`src/rtl/pc_steer_pkg.sv`:
```
package pc_steer_pkg;
  localparam int unsigned ADDR_W_DEF = 32;
  localparam int unsigned OFF_W_DEF  = 24;
  localparam int unsigned STEP_DEF   = 4;

  typedef enum logic {
    NXT_SEQ    = 1'b0,
    NXT_BRANCH = 1'b1
  } nxt_sel_e;
endpackage

```
`src/rtl/pc_arith.sv`:
```
module pc_arith #(
  parameter int unsigned AW   = 32,
  parameter int unsigned OW   = 24,
  parameter int unsigned STEP = 4
) (
  input  logic [AW-1:0] pc_i,
  input  logic [OW-1:0] off_i,
  output logic [AW-1:0] seq_o,
  output logic [AW-1:0] exec_o,
  output logic [AW-1:0] tgt_o
);
  localparam logic [AW-1:0] STEP_V = AW'(STEP);
  localparam int unsigned   PAD    = AW - OW - 2;

  logic [AW-1:0] disp_w;

  function automatic logic [AW-1:0] f_seq(input logic [AW-1:0] pc);
    return pc + STEP_V;
  endfunction

  function automatic logic [AW-1:0] f_exec(input logic [AW-1:0] pc);
    return pc + STEP_V + STEP_V;
  endfunction

  function automatic logic [AW-1:0] f_target(input logic [AW-1:0] pc,
                                             input logic [AW-1:0] disp);
    return f_exec(pc) + disp;
  endfunction

  generate
    if (AW > OW + 2) begin : g_extend
      assign disp_w = {{PAD{off_i[OW-1]}}, off_i, 2'b00};
    end else begin : g_exact
      assign disp_w = {off_i, 2'b00};
    end
  endgenerate

  assign seq_o  = f_seq(pc_i);
  assign exec_o = f_exec(pc_i);
  assign tgt_o  = f_target(pc_i, disp_w);
endmodule

```
`src/rtl/pc_sel.sv`:
```
module pc_sel
  import pc_steer_pkg::*;
#(
  parameter int unsigned AW = 32
) (
  input  logic          branch_i,
  input  logic [AW-1:0] seq_i,
  input  logic [AW-1:0] tgt_i,
  output nxt_sel_e      sel_o,
  output logic [AW-1:0] next_o
);
  always_comb begin
    sel_o = branch_i ? NXT_BRANCH : NXT_SEQ;
    unique case (sel_o)
      NXT_BRANCH: next_o = tgt_i;
      default:    next_o = seq_i;
    endcase
  end
endmodule

```
`src/rtl/pc_hold.sv`:
```
module pc_hold #(
  parameter int unsigned   AW       = 32,
  parameter logic [AW-1:0] RESET_PC = '0
) (
  input  logic          clk,
  input  logic          rst,
  input  logic [AW-1:0] next_i,
  output logic [AW-1:0] pc_o
);
  logic rst_d;

  always_ff @(posedge clk) begin
    rst_d <= rst;
    if (rst) pc_o <= RESET_PC;
    else     pc_o <= next_i;
  end

  // after any reset edge the register holds the reset address
  always_ff @(posedge clk) begin
    if (rst_d) begin
      assert_reset_value_R1: assert (pc_o == $past(RESET_PC))
        else $error("pc not at reset value after reset");
    end
  end

  assert_word_aligned_R9: assert property (@(posedge clk) disable iff (rst)
    pc_o[1:0] == 2'b00);
endmodule

```
`src/rtl/pc_steer.sv`:
```
module pc_steer
  import pc_steer_pkg::*;
#(
  parameter int unsigned ADDR_W = ADDR_W_DEF,
  parameter int unsigned OFF_W  = OFF_W_DEF,
  parameter int unsigned STEP   = STEP_DEF
) (
  input  logic              clk,
  input  logic              rst,
  input  logic              take_br,
  input  logic              link_req,
  input  logic [OFF_W-1:0]  br_off,
  output logic [ADDR_W-1:0] fetch_addr,
  output logic [ADDR_W-1:0] exec_pc,
  output logic [ADDR_W-1:0] ret_addr,
  output logic              link_we
);
  localparam logic [ADDR_W-1:0] RESET_PC = '0;
  localparam logic [ADDR_W-1:0] STEP_V   = ADDR_W'(STEP);

  logic [ADDR_W-1:0] seq_w;
  logic [ADDR_W-1:0] tgt_w;
  logic [ADDR_W-1:0] next_w;
  nxt_sel_e          sel_w;

  pc_arith #(.AW(ADDR_W), .OW(OFF_W), .STEP(STEP)) u_arith (
    .pc_i   (fetch_addr),
    .off_i  (br_off),
    .seq_o  (seq_w),
    .exec_o (exec_pc),
    .tgt_o  (tgt_w)
  );

  pc_sel #(.AW(ADDR_W)) u_sel (
    .branch_i (take_br),
    .seq_i    (seq_w),
    .tgt_i    (tgt_w),
    .sel_o    (sel_w),
    .next_o   (next_w)
  );

  pc_hold #(.AW(ADDR_W), .RESET_PC(RESET_PC)) u_hold (
    .clk    (clk),
    .rst    (rst),
    .next_i (next_w),
    .pc_o   (fetch_addr)
  );

  assign ret_addr = seq_w;
  assign link_we  = take_br & link_req & ~rst;

  assert_seq_step_R2: assert property (@(posedge clk) disable iff (rst)
    (sel_w == NXT_SEQ) |=> fetch_addr == $past(fetch_addr) + STEP_V);

  assert_exec_view_R3: assert property (@(posedge clk) disable iff (rst)
    exec_pc == fetch_addr + STEP_V + STEP_V);

  assert_branch_load_R4: assert property (@(posedge clk) disable iff (rst)
    take_br |=> fetch_addr == $past(tgt_w));

  assert_link_addr_R6: assert property (@(posedge clk) disable iff (rst)
    link_we |-> (ret_addr == fetch_addr + STEP_V) && take_br);

  assert_link_needs_branch_R7: assert property (@(posedge clk) disable iff (rst)
    !take_br |-> !link_we);
endmodule

```
`config.mk`:
```
export PLATFORM = sky130hd
export DESIGN_NAME = pc_steer
export DESIGN_NICKNAME = d
export VERILOG_FILES = /design/src/rtl/pc_steer_pkg.sv /design/src/rtl/pc_arith.sv /design/src/rtl/pc_sel.sv /design/src/rtl/pc_hold.sv /design/src/rtl/pc_steer.sv
export SDC_FILE = /design/constraint.sdc
export NUM_CORES = 1
export LEC_CHECK = 0
export BUFFER_PORTS_ARGS = -buffer_cell sky130_fd_sc_hd__buf_2
export CORE_MARGIN = 5
export CORE_UTILIZATION = 51
export DETAILED_ROUTE_END_ITERATION = 10
export GPL_ROUTABILITY_DRIVEN = 1
export HOLD_SLACK_MARGIN = 0.03
export PLACE_DENSITY = 0.78
export SLEW_MARGIN = 25
export SYNTH_ARGS = -nofsm -noshare
export SYNTH_HDL_FRONTEND = slang
export SYNTH_SLANG_ARGS = --single-unit
```
`constraint.sdc`:
```
create_clock -name clk -period 9.9 [get_ports clk]
set_input_delay 1.98 -clock clk [delete_from_list [all_inputs] [get_ports clk]]
set_output_delay 1.98 -clock clk [all_outputs]
set_load 0.02 [all_outputs]
```
==> metrics list <==
- Result of the run: completed
* R2R Path Start: u_hold.pc_o[2]
- Routed len/inst: ~17 um
- After synthesis the cells add up to 4030 um2.
- Max reg flops: 30
* Clock Latency Late Sink: 0.29 ns
- Number of cell instances on the worst register-to-register path: 18
- Unrepaired setup endpoints after global routing: false
* Critical path's top delay family: compound AO/OA/AOI/OAI gates
- In this run, the number of DRC markers left after iteration 0 of detailed routing was 353.
- Cells fill around three fifths of the core in the end.
- GRT Resource Usage Total: between 20% and 30%
- I/O pin count: 125
- Crit path max-delay cell type: o41ai_1
- Global routing consumed, on the met2 layer, a little over two fifths of the routing resources.
- Slew of the pin with the lowest slew margin: 0.786 ns
* Number of violations of the max-capacitance limit: 0
- The first global-routing pass estimated 20.6 mm of wire.
- The critical path is of the reg -> reg type.
- Post-synthesis sequential element count: 30
- Final-report setup violation count: 0
- The completed layout was analyzed and its total power is 725 uW.
- Yosys printed 0 warnings.
- After routing, the total negative slack on setup checks comes to 0 ns.
* Largest fanout of any net on the critical path: 13
- The number of buffers and inverters on the critical path is 0.
- Global routing used 33.0% of the available met1 tracks.
- Register with the most flip-flops: u_hold.pc_o
- The endpoint identified for the worst register-to-register timing path is u_hold.pc_o[31].
* Quantity of I/O buffers inserted on ports: 118
- In the synthesized netlist, the number of instances is 545.
- Combinational power share: about three fifths
- P_leak: roughly 0.0022 uW
- PD cells: 154 nW/um2
- Post-synth top flop: dfxtp_1
- Fraction of synthesis flops using an asynchronous set or reset pin: 0%
- TritonCTS built the clock tree.
* DPL Wire Length: 9.98 mm
- TritonCTS created 5 clock buffers.
- Switching share of total power: 50.4%
* DIE AREA: a little under 10000 um2
- Max incr delay on CP: about 0.75 ns
* Antenna cell count: 0
- Sequential cells account for 24.5% of the total power.
* Number of global-route vias before repair: 4268
- Post-detailed-route via-to-cell ratio: roughly 6.0
- Routability Congestion: 0.989
- Signed area change from the synthesized netlist to the final layout: 16.7%
- Detail Route Antenna Nets: 0
* Number of buffers inserted for hold repair after clock tree synthesis: 0
- Summing the areas of all compound-gate instances in the mapped netlist gives 23.5% of the synthesized area.
- The critical path crosses 18 cells after its start point.
* Ratio of cells with drive above 1 in the final layout: 21.4%
* Cell Int Power: roughly 360 uW
* Global-route met3 utilization: roughly 3.0%
* Distinct cells, synth: 67
- Setup Slack @ Placement: 4.04 ns
* Critical Path Start: u_hold.pc_o[2]
* Final worst path period need: just over 6 ns
* Crit path capture type: flip-flop
- Final number of max-transition violations: 0
- Entering global routing, the biggest net connects 59 pins.
* Post-CTS Setup Bufs: 0
* Startpoint type of the worst setup path: flip-flop
- Number of search-and-repair iterations in the first detailed-routing pass: 5
* Routed WL: 12.7 mm
- The H-tree was split into 2 levels.
- The worst path uses 61.3% of the clock period.
- In this run, synthesis inferred 0 flip-flops with an integrated enable.
- Max rail drop VDD: 0.0785 mV
- Fillers: 707
- In this run, post-CTS repair resized a total of 0 instances.
- Total number of nets in the final design: between 700 and 800
* Synthesized-area fraction occupied by xor and xnor cells: 16.3%
- In this run the tightest slew margin relative to its limit is a little under half.
- The worst register-to-register path has a setup slack of 3.83 ns.
* Dominant combinational cell family by area after synthesis: simple AND/OR/NAND/NOR gates
- Count of unresolved DRC violations after routing: 0
* Std cell rows: 32
- Fraction of the mapped netlist area in adder cells: 10.4%
- The clock passes through at most 2 buffers.
* Multiplexer fraction of the synthesized cell area: 1.02%
- Sequential share of the synthesized area: 14.9%
- Placeable core area: just under 8000 um2
- The count of endpoints failing hold in the final timing report came to 0.
* Sw power: 365 uW
* Cell chain of the critical path: ha_1 -> and2_1 -> nand4_1 -> xnor2_1 -> nand4_1 -> or3_1 -> nor4b_1 -> xor2_1 -> ha_1 -> a21oi_1 -> o211ai_1 -> a32oi_1 -> o31ai_1 -> o41ai_1 -> o21ai_0 -> and3_1 -> o21ai_1 -> mux2_1
- Synth Area in Simple Gates: 27.6%
- Sinks on Clock Net: 30
- Number of antenna violations at the first check in global routing: 0
- Register clock-pin slew on the reported worst setup and hold paths: 0.06 ns
* GRT busiest layer: met2
- Following the worst setup path forward leads to its endpoint at u_hold.pc_o[31].
- Largest registers ranked by flip-flop count: u_hold.pc_o: 30 flops
* Clk network pwr share: 14.5%
- Timing would allow up to 0.165 GHz.
- The min-delay analysis places its worst path in the category reg -> reg.
* Syn_area_per_cell: about 7.4 um2
- Y dimension of the die: 98.9 um
- Arr. time, crit path: 6.25 ns
- Number of vias in the routed layout: 4523
- Overall die width: 98.9 um
* Worst setup slack after layout: ~3.8 ns
* Worst clock skew: 0.00926 ns
- The cell sitting at the root of the clock tree is a clkbuf_8.
* Starting utilization of the core area: 52.2%
- At the worst endpoint, the required time is 10.07 ns.
- Overflow left after global routing: 0
## area by class of cell
| cell class | instances | area [um2] | area share (%) |
|---|---|---|---|
| Inverter | 24 | 91.3 | 1.94 |
| Timing Repair Buffer | 119 | 601 | 12.8 |
| Sequential cell | 30 | 601 | 12.8 |
| Tap cell | 102 | 128 | 2.71 |
| Multi-Input combinational cell | 467 | 3200 | 68.1 |
| Clock buffer | 6 | 82.6 | 1.76 |
## Yosys cell counts, types with 8 or more instances
master    instances  area (um2)
nor2_1           63         236
xnor2_1          54         473
nand2_1          35         131
a21oi_1          32         160
ha_1             32         400
dfxtp_1          30         601
a211oi_1         25         188
inv_1            23        86.3
xor2_1           21         184
nand3_1          20         100
o21ai_0          20         100
nand4_1          18         113
a21o_1           14         105
clkbuf_1         13        48.8
nor3_1           13        65.1
and3_1           10        62.6
buf_4             9        67.6
and2_1            8        50.1
## tightest hold or removal path, delay by kind of cell (launching register included)
kind             cells  cell delay, ns
multiplexers         1            0.12
flip-flops           1            0.34
AND/OR/NAND/NOR      1            0.09
XOR/XNOR             1            0.12
## through the flow
| stage | cell area, um2 | hold slack (ns) | std cells |
|---|---|---|---|
| 2_1_floorplan | 4050 | 0.774 | 550 |
| 3_3_place_gp | 4620 | 0.674 | 742 |
| 3_5_place_dp | 4620 | 0.697 | 742 |
| 4_1_cts | 4700 | 0.713 | 748 |
| 5_1_grt | 4700 | 0.795 | 748 |
| 6_report | 4700 | 0.701 | 748 |
## placed cells by master (no fill, tap or decap), drive strengths merged, types with 6 or more instances in the layout
| master | netlist | layout |
|---|---|---|
| xor2 | 21 | 21 |
| o21ai | 21 | 21 |
| conb | 1 | 6 |
| clkbuf | 14 | 6 |
| inv | 23 | 23 |
| a21o | 14 | 14 |
| buf | 15 | 119 |
| and2 | 8 | 8 |
| a21oi | 32 | 32 |
| nand2 | 35 | 35 |
| o31ai | 6 | 6 |
| nand3 | 21 | 21 |
| nand4 | 20 | 20 |
| dfxtp | 30 | 30 |
| nor2 | 63 | 63 |
| and3 | 10 | 10 |
| xnor2 | 54 | 54 |
| a211oi | 25 | 25 |
| nor4 | 8 | 8 |
| ha | 32 | 32 |
| nor3 | 14 | 14 |
## power groups by stage
stage | sequential, uW | combinational (uW) | clock (uW)
final | 178 | 442 | 105
after global routing | 181 | 482 | 111
after CTS | 177 | 439 | 106
after detailed placement | 180 | 437 | 0
after global placement | 179 | 428 | 0
after floorplan | 186 | 310 | 0
## kinds of logic (layout without fill, tap and decap cells)
logic type / count (synthesis) / after routing
compound gates: 139 / 139
simple gates: 210 / 210
flops: 30 / 30
other cells: 1 / 6
buf+inv: 53 / 149
mux: 4 / 4
xor+xnor: 75 / 75
fa+ha+maj: 33 / 33
## metal layers
layer  up-vias  wire, um
met2       209      6140
met3        29       900
met5         -         0
li1       2184         -
met4         0       213
met1      2101      5440
## how the worst min path moves through the flow
stage	start	end	depth (start not counted)
3_3_place_gp	u_hold.pc_o[31]	u_hold.pc_o[31]	3
6_report	u_hold.pc_o[31]	u_hold.pc_o[31]	3
2_1_floorplan	u_hold.pc_o[31]	u_hold.pc_o[31]	3
3_5_place_dp	u_hold.pc_o[31]	u_hold.pc_o[31]	3
5_1_grt	u_hold.pc_o[31]	u_hold.pc_o[31]	3
4_1_cts	u_hold.pc_o[31]	u_hold.pc_o[31]	3
Power figures use the tool's default switching activity.
